[config.mk]
export PLATFORM = sky130hd
export DESIGN_NAME = async_char_framer
export DESIGN_NICKNAME = d
export VERILOG_FILES = /design/src/rtl/afr_pkg.sv /design/src/rtl/afr_width_mask.sv /design/src/rtl/afr_parity_gen.sv /design/src/rtl/afr_tx_seq.sv /design/src/rtl/afr_rx_check.sv /design/src/rtl/async_char_framer.sv
export SDC_FILE = /design/constraint.sdc
export NUM_CORES = 1
export LEC_CHECK = 0
export ABC_AREA = 1
export BUFFER_PORTS_ARGS = -buffer_cell sky130_fd_sc_hd__buf_2
export CAP_MARGIN = 20
export CORE_MARGIN = 8
export CORE_UTILIZATION = 50
export CTS_CLUSTER_DIAMETER = 60
export DETAILED_ROUTE_END_ITERATION = 8
export HOLD_SLACK_MARGIN = 0.12
export PLACE_DENSITY_LB_ADDON = 0.05
export SLEW_MARGIN = 20
export SYNTH_ARGS = -nofsm -noshare
export SYNTH_HDL_FRONTEND = slang
export SYNTH_SLANG_ARGS = --single-unit
export TNS_END_PERCENT = 10
[constraint.sdc]
create_clock -name clk -period 1.9 [get_ports clk]
set_clock_uncertainty 0.1 [all_clocks]
set_input_delay 0.38 -clock clk [delete_from_list [all_inputs] [get_ports clk]]
set_output_delay 0.38 -clock clk [all_outputs]
set_load 0.02 [all_outputs]
[src/rtl/afr_pkg.sv]
package afr_pkg;
   typedef enum logic [1:0] {
      PM_CALC  = 2'b00,
      PM_FORCE = 2'b01,
      PM_NONE  = 2'b10,
      PM_MDROP = 2'b11
   } par_mode_e;

   typedef enum logic [2:0] {
      FS_IDLE,
      FS_ARM,
      FS_START,
      FS_DATA,
      FS_PAR,
      FS_STOP
   } fstate_e;
endpackage

[src/rtl/afr_width_mask.sv]
module afr_width_mask #(
   parameter int DATA_W   = 8,
   parameter int MIN_BITS = 5,
   parameter int LEN_W    = 2
) (
   input  logic [LEN_W-1:0]  len,
   input  logic [DATA_W-1:0] din,
   output logic [DATA_W-1:0] dout
);
   for (genvar i = 0; i < DATA_W; i++) begin : g_bit
      if (i < MIN_BITS) begin : g_always
         assign dout[i] = din[i];
      end else begin : g_cond
         assign dout[i] = din[i] & (int'(len) > (i - MIN_BITS));
      end
   end
endmodule

[src/rtl/afr_parity_gen.sv]
module afr_parity_gen
   import afr_pkg::*;
#(
   parameter int DATA_W = 8
) (
   input  par_mode_e         mode,
   input  logic              ptype,
   input  logic              aflag,
   input  logic [DATA_W-1:0] data_masked,
   output logic              has_bit,
   output logic              bit_val
);
   always_comb begin
      has_bit = 1'b1;
      bit_val = 1'b0;
      unique case (mode)
         PM_CALC:  bit_val = (^data_masked) ^ ptype;
         PM_FORCE: bit_val = ptype;
         PM_NONE:  has_bit = 1'b0;
         PM_MDROP: bit_val = aflag;
         default:  has_bit = 1'b0;
      endcase
   end
endmodule

[src/rtl/afr_tx_seq.sv]
module afr_tx_seq
   import afr_pkg::*;
#(
   parameter int DATA_W = 8,
   localparam int CNT_W = $clog2(DATA_W)
) (
   input  logic              clk,
   input  logic              rst_n,
   input  logic              tick,
   input  logic              acc_i,
   input  logic [DATA_W-1:0] data_i,
   input  logic [CNT_W-1:0]  last_idx_i,
   input  logic              has_par_i,
   input  logic              par_i,
   output logic              line_o,
   output logic              busy_o
);
   fstate_e           st_q;
   logic [DATA_W-1:0] sh_q;
   logic [CNT_W-1:0]  cnt_q, last_q;
   logic              hp_q, pv_q, line_q;

   always_ff @(posedge clk or negedge rst_n) begin
      if (!rst_n) begin
         st_q   <= FS_IDLE;
         sh_q   <= '0;
         cnt_q  <= '0;
         last_q <= '0;
         hp_q   <= 1'b0;
         pv_q   <= 1'b0;
         line_q <= 1'b1;
      end else begin
         unique case (st_q)
            FS_IDLE: if (acc_i) begin
               st_q   <= FS_ARM;
               sh_q   <= data_i;
               last_q <= last_idx_i;
               hp_q   <= has_par_i;
               pv_q   <= par_i;
            end
            FS_ARM: if (tick) begin
               line_q <= 1'b0;
               st_q   <= FS_START;
            end
            FS_START: if (tick) begin
               line_q <= sh_q[0];
               sh_q   <= sh_q >> 1;
               cnt_q  <= '0;
               st_q   <= FS_DATA;
            end
            FS_DATA: if (tick) begin
               if (cnt_q == last_q) begin
                  line_q <= hp_q ? pv_q : 1'b1;
                  st_q   <= hp_q ? FS_PAR : FS_STOP;
               end else begin
                  line_q <= sh_q[0];
                  sh_q   <= sh_q >> 1;
                  cnt_q  <= cnt_q + 1'b1;
               end
            end
            FS_PAR: if (tick) begin
               line_q <= 1'b1;
               st_q   <= FS_STOP;
            end
            FS_STOP: if (tick) st_q <= FS_IDLE;
            default: st_q <= FS_IDLE;
         endcase
      end
   end

   assign line_o = line_q;
   assign busy_o = (st_q != FS_IDLE);

   AST_IDLE_LINE_HIGH: assert property (@(posedge clk) disable iff (!rst_n)
      (st_q == FS_IDLE) |-> line_q);
   AST_LINE_ONLY_ON_TICK: assert property (@(posedge clk) disable iff (!rst_n)
      !tick |=> $stable(line_q));
   AST_ACCEPT_ARMS: assert property (@(posedge clk) disable iff (!rst_n)
      acc_i |=> (busy_o && line_q));
   AST_FRAME_CFG_HELD: assert property (@(posedge clk) disable iff (!rst_n)
      (st_q != FS_IDLE && $past(st_q) != FS_IDLE) |-> $stable({last_q, hp_q, pv_q}));
endmodule

[src/rtl/afr_rx_check.sv]
module afr_rx_check
   import afr_pkg::*;
#(
   parameter int DATA_W   = 8,
   parameter int MIN_BITS = 5,
   parameter int LEN_W    = 2
) (
   input  logic              clk,
   input  logic              rst_n,
   input  logic              rx_valid,
   input  logic [DATA_W-1:0] rx_data,
   input  logic              rx_bit,
   input  logic [LEN_W-1:0]  len,
   input  par_mode_e         mode,
   input  logic              ptype,
   output logic              err_o
);
   logic [DATA_W-1:0] masked;
   logic              has_bit, exp_bit, err_q;

   afr_width_mask #(.DATA_W(DATA_W), .MIN_BITS(MIN_BITS), .LEN_W(LEN_W)) i_mask (
      .len(len), .din(rx_data), .dout(masked));

   afr_parity_gen #(.DATA_W(DATA_W)) i_pgen (
      .mode(mode), .ptype(ptype), .aflag(1'b0), .data_masked(masked),
      .has_bit(has_bit), .bit_val(exp_bit));

   always_ff @(posedge clk or negedge rst_n) begin
      if (!rst_n) err_q <= 1'b0;
      else        err_q <= rx_valid && has_bit && (mode != PM_MDROP) && (rx_bit != exp_bit);
   end

   assign err_o = err_q;

   AST_RX_SILENT_MODES: assert property (@(posedge clk) disable iff (!rst_n)
      (rx_valid && (mode == PM_NONE || mode == PM_MDROP)) |=> !err_q);
   AST_RX_PULSE_ONLY: assert property (@(posedge clk) disable iff (!rst_n)
      !rx_valid |=> !err_q);
endmodule

[src/rtl/async_char_framer.sv]
module async_char_framer
   import afr_pkg::*;
#(
   parameter int DATA_W   = 8,
   parameter int MIN_BITS = 5,
   parameter int LEN_W    = 2,
   localparam int CNT_W   = $clog2(DATA_W)
) (
   input  logic              clk,
   input  logic              rst_n,
   input  logic              tick,
   input  logic              tx_valid,
   output logic              tx_ready,
   input  logic [DATA_W-1:0] tx_data,
   input  logic [LEN_W-1:0]  len_code,
   input  logic [1:0]        par_mode,
   input  logic              par_type,
   input  logic              addr_flag,
   output logic              line_out,
   output logic              busy,
   input  logic              rx_valid,
   input  logic [DATA_W-1:0] rx_data,
   input  logic              rx_par_bit,
   output logic              rx_par_err
);
   if (MIN_BITS < 1) begin : g_bad_min
      $error("MIN_BITS must be at least 1");
   end
   if (DATA_W < MIN_BITS + (2 ** LEN_W) - 1) begin : g_bad_width
      $error("DATA_W too small for the longest length code");
   end

   logic [DATA_W-1:0] tx_masked;
   logic [CNT_W-1:0]  last_idx;
   logic              has_par, par_val, accept;

   afr_width_mask #(.DATA_W(DATA_W), .MIN_BITS(MIN_BITS), .LEN_W(LEN_W)) i_tx_mask (
      .len(len_code), .din(tx_data), .dout(tx_masked));

   afr_parity_gen #(.DATA_W(DATA_W)) i_tx_pgen (
      .mode(par_mode_e'(par_mode)), .ptype(par_type), .aflag(addr_flag),
      .data_masked(tx_masked), .has_bit(has_par), .bit_val(par_val));

   assign last_idx = CNT_W'(MIN_BITS - 1) + CNT_W'(len_code);
   assign tx_ready = !busy;
   assign accept   = tx_valid && tx_ready;

   afr_tx_seq #(.DATA_W(DATA_W)) i_seq (
      .clk(clk), .rst_n(rst_n), .tick(tick), .acc_i(accept), .data_i(tx_masked),
      .last_idx_i(last_idx), .has_par_i(has_par), .par_i(par_val),
      .line_o(line_out), .busy_o(busy));

   afr_rx_check #(.DATA_W(DATA_W), .MIN_BITS(MIN_BITS), .LEN_W(LEN_W)) i_rx (
      .clk(clk), .rst_n(rst_n), .rx_valid(rx_valid), .rx_data(rx_data),
      .rx_bit(rx_par_bit), .len(len_code), .mode(par_mode_e'(par_mode)),
      .ptype(par_type), .err_o(rx_par_err));
endmodule

==> impl_metrics.json <==
{
  "run_status": "finished clean",
  "switching_power_mw": 0.929,
  "report.final.hold_viol_count": 0,
  "synth.avg_cell_area_sq_um": 7.63,
  "cts_setup_buffers": 0,
  "detail_route.wirelength_um": 3060,
  "tightest_slew_ns": 0.478,
  "worst_hold_path_type": "in2reg",
  "dpl.hpwl_um": 2510,
  "power.share.sequential": 0.375,
  "multiInputGateArea_sq_um": 785,
  "finalNetCount": 254,
  "critPathSlowestCell": "dfrtp_1",
  "detail_route.vias_per_cell": 5.09,
  "clk_pin_slew_ns": 0.12,
  "achievable-frequency_mhz": 566,
  "design.core.area_sq_um": 2730,
  "critical_path_endpoint_category": "output port",
  "synth_fp_nets": 217,
  "detailroute.wirelength.met3_um": 125,
  "timing_max_transition_violations_final": 0,
  "cts_sinks": 21,
  "cts_tree": "built",
  "top_cell_family_by_delay_on_the_critical_path": "flip-flops",
  "crit_path_start_kind": "flop",
  "antenna_cells_inserted": 0,
  "sequential_fraction_of_the_synthesis_area": 0.367,
  "die_h_um": 69.6,
  "post_synth_most_frequent_cells": "nand2_1, inv_1, dfrtp_1",
  "critPathArrivalTime_ns": 1.29,
  "ys_async_sr_fraction": 1.00,
  "comb_power_share": 0.520,
  "avgRoutedWirePerCell_um": 12.0,
  "powerDensity_nw_per_um2": 1210,
  "detail_route.iter0.violations": 36,
  "synthesis.instances": 188,
  "dp_slack_ns": 0.222,
  "place.port_buffers": 31,
  "fin_crit_sh": 0.929,
  "synthFlopType": "dfrtp_1",
  "place_congestion": 0.841,
  "cts-root-to-sink-buffers": 2,
  "setup_total_negative_slack_ns": 0,
  "fp-row-count": 19,
  "max_slew_margin": 0.682,
  "netlist-cell-type-count": 32,
  "detail_route.wirelength.met1_um": 1360,
  "syn2layout_area_growth_pct": 16.4,
  "layout.area.seq_sq_um": 527,
  "synth_area_leader_cell": "dfrtp_1",
  "ctsHtreeMaxLevel": 1,
  "pin_count": 32,
  "cp_cell_sequence": "nor2_2, nand2_2, inv_1, buf_2",
  "cp_buf_inv_count": 2,
  "placedCellCount": 250,
  "synth_seq_cells": 21,
  "top_signal_layer_used": "met4",
  "grt_util_all_layers": 0.132,
  "rsz0062_at_grt": "false",
  "synthTopCellsByArea": "dfrtp_1, nand2_1, inv_1",
  "post-route-min-period_ns": 1.77,
  "initial_antenna_violation_count": 0,
  "vdd.ir_drop.worst_uv": 1020,
  "maxCapViolCount": 0,
  "synth_enable_flop_cells": 0,
  "power_frac_clock": 0.105,
  "die_span_x_um": 69.6,
  "post-route-drc-count": 0,
  "netlist_area_sq_um": 1440,
  "finalSetupViolations": 0,
  "power.share.switching": 0.458,
  "clk_latency_ns": 0.30,
  "globalRoute.totalOverflow": 0,
  "total_chip_power_mw": 2.03,
  "grt_first_pass_wirelength_um": 5510,
  "fill_cell_count": 255,
  "final.setup.worst_slack_ns": 0.134,
  "synthDominantCellAreaShare": 0.349,
  "drtPass1Iterations": 4,
  "power_report.internal_total_mw": 1.10,
  "worstSetupPathType": "reg2out",
  "instances_no_fill": 255,
  "synth_warnings": 0,
  "vias_in_the_first_global_route": 1318,
  "layout-drive-gt1-share": 0.232,
  "dr_wl_met2_um": 1520,
  "delay_contributed_by_the_slowest_stage_of_the_critical_path_ns": 0.49,
  "cellLeakagePower_nw": 0.873,
  "routed-via-count": 1298,
  "largest_net_degree_at_the_start_of_global_routing": 22,
  "start_util": 0.525,
  "timing.critical_path.required_ns": 1.42,
  "critical_path_peak_fanout": 5,
  "die-area_sq_um": 4840,
  "cts_buffers": 3,
  "root_buffer": "clkbuf_4",
  "yosys.cell_count.top_type": "nand2_1",
  "ant_nets": 0
}
-- final timing paths --
| path | startpoint | endpoint | slack (ns) | cells past startpoint |
|---|---|---|---|---|
| min in group asynchronous | rst_n | i_seq.st_q[2] | 0.45 | 2 |
| max | i_seq.st_q[1] | tx_ready | 0.13 | 4 |
| min reg2reg | i_seq.pv_q | i_seq.pv_q | 0.40 | 2 |
| max in group asynchronous | rst_n | i_seq.line_o | 0.90 | 2 |
| min | par_mode[1] | i_rx.err_o | 0.25 | 4 |
| max reg2reg | i_seq.st_q[1] | i_seq.st_q[0] | 0.25 | 9 |
-- layer usage --
metal | global-route usage | up-vias
li1 | - | 683
met1 | 0.141 | 585
met2 | 0.242 | 26
met3 | 0.0300 | 4
met4 | 0.0501 | 0
met5 | 0 | -
-- logic make-up after synthesis --
| group | share of synthesized area |
|---|---|
| simple gates | 0.277 |
| compound gates | 0.167 |
| buf+inv | 0.0881 |
| flops | 0.367 |
| xor+xnor | 0.0915 |
| fa+ha+maj | 0.00872 |
-- worst min-delay path, stage by stage --
cell,delay (ns)
buf_2,0.10
nor2_1,0.05
nand2_1,0.05
nor2_1,0.04
-- power groups by stage --
stage / Combinational, mW / Clock [mW] / Sequential [mW]
6_report: 1.05 / 0.213 / 0.760
5_1_grt: 1.20 / 0.239 / 0.782
4_1_cts: 1.06 / 0.223 / 0.759
3_5_place_dp: 1.05 / 0 / 0.769
3_3_place_gp: 1.02 / 0 / 0.766
2_1_floorplan: 0.813 / 0 / 0.757
-- registers in the layout, indices dropped and copies added (netlist names) --
register      flops
i_rx.err_o        1
i_seq.cnt_q       3
i_seq.hp_q        1
i_seq.last_q      3
i_seq.line_o      1
i_seq.pv_q        1
i_seq.sh_q        8
i_seq.st_q        3
-- cells in the final DEF, fill, tap and decap left out, types with 2 or more instances in the layout --
| master | instances |
|---|---|
| nand4_1 | 2 |
| nand3_1 | 11 |
| inv_1 | 27 |
| dfrtp_1 | 20 |
| inv_2 | 2 |
| clkbuf_4 | 3 |
| o21ai_0 | 15 |
| nor2_1 | 12 |
| buf_2 | 31 |
| xnor2_1 | 11 |
| o31ai_1 | 4 |
| inv_4 | 2 |
| xor2_1 | 4 |
| nand2_1 | 53 |
| o21ai_1 | 5 |
| nor2_2 | 2 |
-- per-stage QoR --
stage	hold WS, ns	utilization	instance area, sq um
after global routing	0.236	0.611	1670
after global placement	0.259	0.597	1630
after detailed placement	0.269	0.597	1630
after CTS	0.232	0.610	1670
final	0.250	0.611	1670
after floorplan	-0.0156	-	1440
-- final cells by class --
type,count,area share
Timing Repair Buffer,33,0.103
Clock buffer,4,0.0157
Tap cell,31,0.0232
Sequential cell,21,0.315
Multi-Input combinational cell,135,0.470
Inverter,31,0.0727
-- what timing repair did --
| item | 4_1_cts | 5_1_grt |
|---|---|---|
| hold endpoints to repair | 20 | 0 |
| resized for setup | 0 | 1 |
| setup endpoints to repair | 0 | 1 |
| hold buffers | 1 | 0 |
Note: power is estimated with default switching activity, not from simulation.
